File: config.mk
export PLATFORM = sky130hd
export DESIGN_NAME = ta_write_guard
export DESIGN_NICKNAME = d
export VERILOG_FILES = /design/src/rtl/ta_guard_pkg.sv /design/src/rtl/ta_key_seq.sv /design/src/rtl/ta_window.sv /design/src/rtl/ta_mask_lut.sv /design/src/rtl/ta_write_guard.sv
export SDC_FILE = /design/constraint.sdc
export NUM_CORES = 1
export LEC_CHECK = 0
export ABC_AREA = 1
export BUFFER_PORTS_ARGS = -buffer_cell sky130_fd_sc_hd__buf_2
export CORE_MARGIN = 5
export CORE_UTILIZATION = 31
export CTS_CLUSTER_DIAMETER = 200
export DETAILED_ROUTE_END_ITERATION = 16
export SLEW_MARGIN = 20
export SYNTH_ARGS = -nofsm -noshare
export SYNTH_HDL_FRONTEND = slang
export SYNTH_SLANG_ARGS = --single-unit
File: constraint.sdc
create_clock -name clk -period 1.64 [get_ports clk]
set_clock_uncertainty 0.15 [all_clocks]
set_input_delay 0.082 -clock clk [delete_from_list [all_inputs] [get_ports clk]]
set_output_delay 0.082 -clock clk [all_outputs]
set_load 0.005 [all_outputs]
File: src/rtl/ta_guard_pkg.sv
package ta_guard_pkg;

  typedef enum logic {
    SEQ_IDLE = 1'b0,
    SEQ_HALF = 1'b1
  } seq_state_e;

  localparam int GUARD_CNT = 4;

  // entry 0 in the low byte
  localparam logic [GUARD_CNT*8-1:0] GUARD_ADDRS = {8'h91, 8'hD7, 8'h9D, 8'hD8};
  localparam logic [GUARD_CNT*8-1:0] GUARD_MASKS = {8'h01, 8'h7F, 8'h3F, 8'h4B};

endpackage

File: src/rtl/ta_key_seq.sv
module ta_key_seq #(
  parameter int ADDR_W = 8,
  parameter int DATA_W = 8,
  parameter logic [ADDR_W-1:0] KEY_ADDR = 8'hC7,
  parameter logic [DATA_W-1:0] KEY_FIRST = 8'hAA,
  parameter logic [DATA_W-1:0] KEY_SECOND = 8'h55
) (
  input  logic              clk,
  input  logic              rst_n,
  input  logic              wr_strobe,
  input  logic [ADDR_W-1:0] addr,
  input  logic [DATA_W-1:0] wdata,
  output logic              half,
  output logic              arm
);
  import ta_guard_pkg::*;

  seq_state_e state_q, state_d;
  logic       key_sel;

  assign key_sel = (addr == KEY_ADDR);

  always_comb begin
    state_d = state_q;
    arm     = 1'b0;
    if (wr_strobe) begin
      unique case (state_q)
        SEQ_IDLE: if (key_sel && wdata == KEY_FIRST) state_d = SEQ_HALF;
        SEQ_HALF: begin
          state_d = SEQ_IDLE;
          if (key_sel && wdata == KEY_SECOND) arm = 1'b1;
        end
        default: state_d = SEQ_IDLE;
      endcase
    end
  end

  always_ff @(posedge clk or negedge rst_n) begin
    if (!rst_n) state_q <= SEQ_IDLE;
    else        state_q <= state_d;
  end

  assign half = (state_q == SEQ_HALF);

endmodule

File: src/rtl/ta_window.sv
module ta_window #(
  parameter int WIN_CYCLES = 3
) (
  input  logic clk,
  input  logic rst_n,
  input  logic mc_en,
  input  logic arm,
  input  logic accept,
  output logic open
);
  localparam int CNT_W = $clog2(WIN_CYCLES + 1);

  logic [CNT_W-1:0] cnt_q;

  always_ff @(posedge clk or negedge rst_n) begin
    if (!rst_n) begin
      cnt_q <= '0;
    end else if (mc_en) begin
      if (arm)               cnt_q <= CNT_W'(WIN_CYCLES);
      else if (accept)       cnt_q <= '0;
      else if (cnt_q != '0)  cnt_q <= cnt_q - 1'b1;
    end
  end

  assign open = (cnt_q != '0);

endmodule

File: src/rtl/ta_mask_lut.sv
module ta_mask_lut #(
  parameter int ADDR_W = 8,
  parameter int DATA_W = 8,
  parameter int NUM_GUARDED = 4,
  parameter logic [NUM_GUARDED*ADDR_W-1:0] GUARD_ADDRS = '0,
  parameter logic [NUM_GUARDED*DATA_W-1:0] GUARD_MASKS = '0
) (
  input  logic [ADDR_W-1:0] addr,
  output logic              hit,
  output logic [DATA_W-1:0] mask
);
  logic [NUM_GUARDED-1:0] sel;

  for (genvar g = 0; g < NUM_GUARDED; g++) begin : g_cmp
    assign sel[g] = (addr == GUARD_ADDRS[g*ADDR_W +: ADDR_W]);
  end

  always_comb begin
    mask = '0;
    for (int i = 0; i < NUM_GUARDED; i++) begin
      if (sel[i]) mask = mask | GUARD_MASKS[i*DATA_W +: DATA_W];
    end
  end

  assign hit = |sel;

endmodule

File: src/rtl/ta_write_guard.sv
module ta_write_guard #(
  parameter int ADDR_W = 8,
  parameter int DATA_W = 8,
  parameter int WIN_CYCLES = 3,
  parameter logic [ADDR_W-1:0] KEY_ADDR = 8'hC7,
  parameter logic [DATA_W-1:0] KEY_FIRST = 8'hAA,
  parameter logic [DATA_W-1:0] KEY_SECOND = 8'h55,
  parameter int NUM_GUARDED = ta_guard_pkg::GUARD_CNT,
  parameter logic [NUM_GUARDED*ADDR_W-1:0] GUARD_ADDRS = ta_guard_pkg::GUARD_ADDRS,
  parameter logic [NUM_GUARDED*DATA_W-1:0] GUARD_MASKS = ta_guard_pkg::GUARD_MASKS
) (
  input  logic              clk,
  input  logic              rst_n,
  input  logic              mc_en,
  input  logic              sfr_we,
  input  logic [ADDR_W-1:0] sfr_addr,
  input  logic [DATA_W-1:0] sfr_wdata,
  output logic [DATA_W-1:0] wr_bit_en,
  output logic              guard_hit,
  output logic              prot_accept,
  output logic              win_open
);
  logic              wr_strobe;
  logic              key_half;
  logic              arm_pulse;
  logic              addr_hit;
  logic [DATA_W-1:0] prot_mask;

  assign wr_strobe = mc_en & sfr_we;

  ta_key_seq #(
    .ADDR_W(ADDR_W), .DATA_W(DATA_W), .KEY_ADDR(KEY_ADDR),
    .KEY_FIRST(KEY_FIRST), .KEY_SECOND(KEY_SECOND)
  ) u_seq (
    .clk(clk), .rst_n(rst_n), .wr_strobe(wr_strobe),
    .addr(sfr_addr), .wdata(sfr_wdata), .half(key_half), .arm(arm_pulse)
  );

  ta_mask_lut #(
    .ADDR_W(ADDR_W), .DATA_W(DATA_W), .NUM_GUARDED(NUM_GUARDED),
    .GUARD_ADDRS(GUARD_ADDRS), .GUARD_MASKS(GUARD_MASKS)
  ) u_lut (
    .addr(sfr_addr), .hit(addr_hit), .mask(prot_mask)
  );

  ta_window #(.WIN_CYCLES(WIN_CYCLES)) u_win (
    .clk(clk), .rst_n(rst_n), .mc_en(mc_en),
    .arm(arm_pulse), .accept(prot_accept), .open(win_open)
  );

  assign guard_hit   = wr_strobe & addr_hit;
  assign prot_accept = guard_hit & win_open;

  always_comb begin
    if (!wr_strobe)                wr_bit_en = '0;
    else if (addr_hit && !win_open) wr_bit_en = ~prot_mask;
    else                           wr_bit_en = '1;
  end

endmodule

==> results of run 1 <==
-- per-layer routing --
layer / part of all wire (%) / vias up / routed length [um]
met1: 41 / 237 / 467
met2: 50 / 19 / 579
met5: 0 / - / 0
li1: - / 315 / -
met4: 0 / 0 / 0
met3: 8.7 / 0 / 100
-- cells in the mapped netlist --
master / count / share of area (%)
ha_1: 1 / 2.9
a21oi_1: 6 / 6.9
nand2_1: 25 / 22
buf_4: 4 / 6.9
inv_1: 13 / 11
inv_2: 4 / 3.4
nand4_1: 1 / 1.4
nor2_2: 1 / 1.4
nand2_2: 2 / 2.9
nor2_1: 9 / 7.8
nand3_1: 9 / 10
o21ai_1: 1 / 1.1
nor4_1: 1 / 1.4
dfrtp_1: 3 / 17
clkinv_2: 1 / 1.1
nor3_1: 2 / 2.3
-- critical path, stage by stage (launching register included) --
cell     delay (ns)
dfrtp_1        0.37
inv_1          0.07
ha_1           0.21
inv_1          0.08
nand3_1        0.13
inv_1          0.05
buf_2          0.12
-- through the flow --
stage	worst slack [ns]	instance area (um^2)
global route	0.02583	610.6
global placement	0.3193	574.3
finish	0.1523	610.6
floorplan	0.4206	435.4
CTS	0.1351	610.6
detailed placement	0.3261	574.3
-- power by group --
group,internal [mW],leakage [nW],switching [mW]
clock network,0.0911,0.0150,0.0369
logic,0.0901,0.335,0.115
registers,0.0995,0.0363,0.0116
-- final cells by class --
| cell class | count | area, um^2 | area share [%] |
|---|---|---|---|
| multi-input cells | 58 | 261.5 | 42.83 |
| well taps | 15 | 18.77 | 3.074 |
| repair buffers | 31 | 160.2 | 26.23 |
| clock buffers | 4 | 26.28 | 4.303 |
| flip-flops and latches | 3 | 75.07 | 12.30 |
| inverters | 18 | 68.82 | 11.27 |
-- final timing paths --
check	startpoint	to
worst max-delay path	u_win.cnt_q[0]$_DFFE_PN0P_	prot_accept
worst min-delay path	sfr_wdata[4]	u_seq.half$_DFFE_PN0P_
worst max register to register	u_win.cnt_q[0]$_DFFE_PN0P_	u_win.cnt_q[0]$_DFFE_PN0P_
worst min register to register	u_win.cnt_q[1]$_DFFE_PN0P_	u_win.cnt_q[1]$_DFFE_PN0P_
max in group asynchronous	rst_n	u_seq.half$_DFFE_PN0P_
min in group asynchronous	rst_n	u_win.cnt_q[1]$_DFFE_PN0P_
-- repair_timing --
action / 4_1_cts / 5_1_grt
hold buffers: 1 / 0
hold endpoints to repair: 3 / 0
setup buffers: 0 / 0
-- logic make-up after synthesis --
| logic type | share of synthesized area, % |
|---|---|
| and+or+nand+nor | 49.14 |
| AOI/OAI and AO/OA | 8.045 |
| DFF | 17.24 |
| adders and majority gates | 2.873 |
| buffers and inverters | 22.70 |
-- sequential cells by signal (all words and copies together) (netlist names) --
| name | count |
|---|---|
| u_seq.half | 1 |
| u_win.cnt_q | 2 |
==> reports/metrics.yaml, run 1 <==
outcome:
  run_status: "complete, no violations"
clocking:
  clock_sinks: 3
  cts-root-buf: "clkbuf_4"
  clk_pin_slew_ns: 0.04
  h-tree-depth: 1
  tritoncts: "yes"
  cts-resized-gates: 0
  numCtsBuffers: 3
  cts_max_path_buffers: 2
  worstSkewPairLatency_ns: 0.23
grt:
  grt_pass1_wl_um: 1918
  antenna_found_initial: 0
  grt_pass1_vias: 524
  grt_overflow: 0
  grt_max_degree: 9
  use_met2_pct: 21.93
  globalRouteMet1Util_pct: 12.90
  grt_usage_pct: 11.82
  busiest_layer: "met2"
  use_met3_pct: 2.256
sta:
  finalSetupViolCount: 0
  period_needed_ns: 1.488
  finalSetupTns_ns: 0
  hold_viol_final: 0
  tightest_slew_ns: 0.2619
  finalCritPeriodShare_pct: 90.71
  rsz0062_at_grt: "false"
  fmax_ghz: 0.6722
  relSlewSlack_pct: 82.38
  worst_hold_slack_ns: 0.001687
  maxSlewViolCount: 0
detailed_routing:
  vias: 571
  antenna_left: 0
  drtPass1Iterations: 2
  viasPerCell: 4.426
  wl_per_cell_um: 8.899
  wl_um: 1148
  drc_errors: 0
  detail_route.iter0.violations: 2
final_layout:
  most-common-layout-cells: "buf_2, nand2_1, inv_1"
  fillers: 156
  n_antenna_cell: 0
  area_growth_pct: 40.23
  nets: 136
  final_common_cell: "buf_2"
  final_util_pct: 46.34
  final_layout_size_suffix_gt1_share_pct: 35.96
  stdcell_count: 129
synthesis:
  synthCells: 83
  syn_area_um2: 435.4
  synth_fp_nets: 104
  ys.warnings.count: 0
  synth_seq_cells: 3
  seq_area_frac_synth_pct: 17.24
  avgSynthCellArea_um2: 5.246
  synthDistinctLibCells: 16
critical_path:
  required_ns: 1.41
  worstPathMaxFanout: 4
  r2r_cells: 6
  crit_type: "reg2out"
  rrSetupSlack_ns: 0.36
  cp-end-kind: "output port"
  critPathLaunchType: "flip-flop"
  arrival_ns: 1.26
placement:
  io_buffers: 30
  dp.final_hpwl_um: 1021
  gp_congestion: 0.7281
  dpl.cell_count: 124
hold_path:
  hold_path.class: "in2reg"
  holdPathStages: 4
run:
  drv_cap: 0
power:
  ir_drop_mv: 0.4686
  power_uw: 444.2
  p_leak_nw: 0.3867
  p_per_area_mw_per_mm2: 727.6
die:
  die_h_um: 47.48
  core-area_mm2: 0.001318
  dieWidth_um: 47.48
  die_area_mm2: 0.002254
  initial_core_util_pct: 33.05
  std_cell_rows: 13
  io_pins: 31
Note: power is estimated with default switching activity, not from simulation.
==> run 2, diff against run 1 <==
--- a/config.mk
+++ b/config.mk
@@ -7,7 +7,7 @@
 export LEC_CHECK = 0
 export ABC_AREA = 1
 export BUFFER_PORTS_ARGS = -buffer_cell sky130_fd_sc_hd__buf_2
-export CORE_MARGIN = 5
+export CORE_MARGIN = 1.5
 export CORE_UTILIZATION = 31
 export CTS_CLUSTER_DIAMETER = 200
 export DETAILED_ROUTE_END_ITERATION = 16
==> constraint.sdc (replaced) <==
create_clock -name clk -period 1.6 [get_ports clk]
set_clock_uncertainty 0.15 [all_clocks]
set_input_delay 0.08 -clock clk [delete_from_list [all_inputs] [get_ports clk]]
set_output_delay 0.08 -clock clk [all_outputs]
set_load 0.005 [all_outputs]
==> run 2 against run 1 <==
Effect of this change: routed wire length is 11% lower; utilization increased by 2.3 points; non-clock buffer count rose by 2; first-iteration DRC count grew to 3.5 times the previous value; combinational power grew 5%; clock power barely moved; setup slack worse by 0.016 ns; sequential power is essentially flat; register-to-register slack about the same; critical path depth is the same.
==> reports/metrics.yaml, run 2 (synthesis results as in run 1) <==
final_layout:
  area_growth_pct: 45.40
  fillers: 146  # -6.4%
  n_antenna_cell: 0  # unchanged
  nets: 138  # +1.5%
  final_layout_size_suffix_gt1_share_pct: 36.21  # +0.24 points
  most-common-layout-cells: "buf_2, nand2_1, inv_1"
  final_common_cell: "buf_2"
  max_flop_register: "u_win.cnt_q"
  largest_reg_flops: 2  # unchanged
  postLayoutCellArea_um2: 633.1  # +3.7%
clocking:
  numCtsBuffers: 3  # unchanged
  cts-root-buf: "clkbuf_4"
  clk_pin_slew_ns: 0.04  # about the same
  h-tree-depth: 1  # unchanged
  cts_max_path_buffers: 2  # unchanged
  worstSkewPairLatency_ns: 0.23  # about the same
  post-cts-setup-buffer-count: 0  # unchanged
  tritoncts: "yes"
  clock_sinks: 3  # unchanged
sta:
  finalSetupViolCount: 0  # unchanged
  relSlewSlack_pct: 85.62  # +3.2 points
  finalCritPeriodShare_pct: 91.50
  fmax_ghz: 0.6831
  hold_viol_final: 0  # unchanged
  fin_ws_ns: 0.1360  # -0.01637 ns
  finalSetupTns_ns: 0  # unchanged
  period_needed_ns: 1.464
  tightest_slew_ns: 0.2137  # -0.04825 ns
  rsz0062_at_grt: "false"
  maxSlewViolCount: 0  # unchanged
critical_path:
  crit_type: "reg2out"
  cp-end-kind: "output port"
  arrival_ns: 1.23  # -0.03 ns
  required_ns: 1.37  # -0.04 ns
  worstPathMaxFanout: 4  # unchanged
  critPathLaunchType: "flip-flop"
grt:
  grt_overflow: 0  # unchanged
  grt_pass1_wl_um: 1669  # -13%
  grt_usage_pct: 14.68  # +2.9 points
  antenna_found_initial: 0  # unchanged
  grt_pass1_vias: 493  # -5.9%
  grt_max_degree: 9  # unchanged
detailed_routing:
  wl_per_cell_um: 7.794  # -12%
  drc_errors: 0  # unchanged
  drtPass1Iterations: 2  # unchanged
  viasPerCell: 4.313  # -2.6%
  detail_route.iter0.violations: 7  # +5
  antenna_left: 0  # unchanged
  wl_um: 1021  # -11%
  vias: 565  # -1.1%
die:
  std_cell_rows: 13  # unchanged
  die_area_mm2: 0.001638  # -27%
  io_pins: 31  # unchanged
  initial_core_util_pct: 33.46  # +0.41 points
  dieWidth_um: 40.48  # -15%
  core-area_mm2: 0.001301  # -1.2%
  die_h_um: 40.48  # -15%
power:
  p_comb_share_pct: 47.0  # +0.8 points
  swShare_pct: 35.98  # -0.84 points
  power_frac_seq_pct: 24.9  # about the same
  intPower_uw: 293.5  # +4.6%
  clkPwrFrac_pct: 28.1  # -0.7 points
  p_per_area_mw_per_mm2: 724.1  # -0.48%
  p_switching_uw: 164.9  # +0.84%
  p_leak_nw: 0.3932  # +1.7%
  ir_drop_mv: 0.5362  # +14%
run:
  drv_cap: 0  # unchanged
placement:
  gp_congestion: 0.7255  # -0.36%
  io_buffers: 30  # unchanged
  dp.final_hpwl_um: 890.2  # -13%
  pre_cts_slack_ns: 0.2996  # -0.02651 ns
  place_area_um2: 574.3  # unchanged
outcome:
  run_status: "complete, no violations"
hold_path:
  hold_path.class: "in2reg"
==> run 2: worst paths after layout <==
check	to	from	cells past startpoint	slack, ns
max	prot_accept	u_win.cnt_q[0]$_DFFE_PN0P_	6	0.14
max in group asynchronous	u_win.cnt_q[1]$_DFFE_PN0P_	rst_n	2	1.16
min reg2reg	u_win.cnt_q[0]$_DFFE_PN0P_	u_win.cnt_q[0]$_DFFE_PN0P_	2	0.38
min	u_seq.half$_DFFE_PN0P_	sfr_wdata[2]	4	0.008
min in group asynchronous	u_seq.half$_DFFE_PN0P_	rst_n	2	0.03
max reg2reg	u_win.cnt_q[1]$_DFFE_PN0P_	u_win.cnt_q[0]$_DFFE_PN0P_	6	0.35
==> run 2: per-layer routing <==
metal | global-route usage (%) | routed length [um]
met5 | 0 | 0
met4 | 5.000 | 0
met3 | 0 | 42
met2 | 29.76 | 534
met1 | 15.84 | 444
==> run 2: final cells by class <==
class | instances | area, um^2 | area share [%]
clock buffer | 4 | 26.28 | 4.150
inverter | 18 | 68.82 | 10.87
multi-input combinational | 58 | 264.0 | 41.70
sequential | 3 | 75.07 | 11.86
tap | 15 | 18.77 | 2.964
timing repair buffer | 33 | 180.2 | 28.46
==> run 2: through the flow <==
stage	total power, mW	utilization [%]	cells	hold WS, ns
floorplan	0.2535	-	83	-0.3656
global placement	0.3188	44.13	124	-0.2699
detailed placement	0.3228	44.13	124	-0.2728
CTS	0.4615	48.46	131	0.009650
global route	0.5148	48.65	131	0.02740
finish	0.4584	48.65	131	0.008441
==> run 2: what timing repair did <==
action | in CTS | in global routing
gates resized for setup | 0 | 1
endpoints found under the hold margin | 4 | 0
setup endpoints to repair | 0 | 3
hold buffers | 3 | 0
==> run 2: worst max-delay path: stages (launching register included) <==
cell and delay, ns:
dfrtp_1 0.37, inv_1 0.08, ha_2 0.20, inv_1 0.07, nand3_1 0.13, inv_1 0.05, buf_2 0.12
==> run 2: power by group through the flow <==
| stage | Clock, mW | Sequential (mW) | Combinational (mW) |
|---|---|---|---|
| after floorplan | 0 | 0.112 | 0.141 |
| after global placement | 0 | 0.113 | 0.206 |
| after global routing | 0.142 | 0.116 | 0.256 |
| after detailed placement | 0 | 0.115 | 0.208 |
| final | 0.129 | 0.114 | 0.216 |
| after CTS | 0.133 | 0.114 | 0.215 |
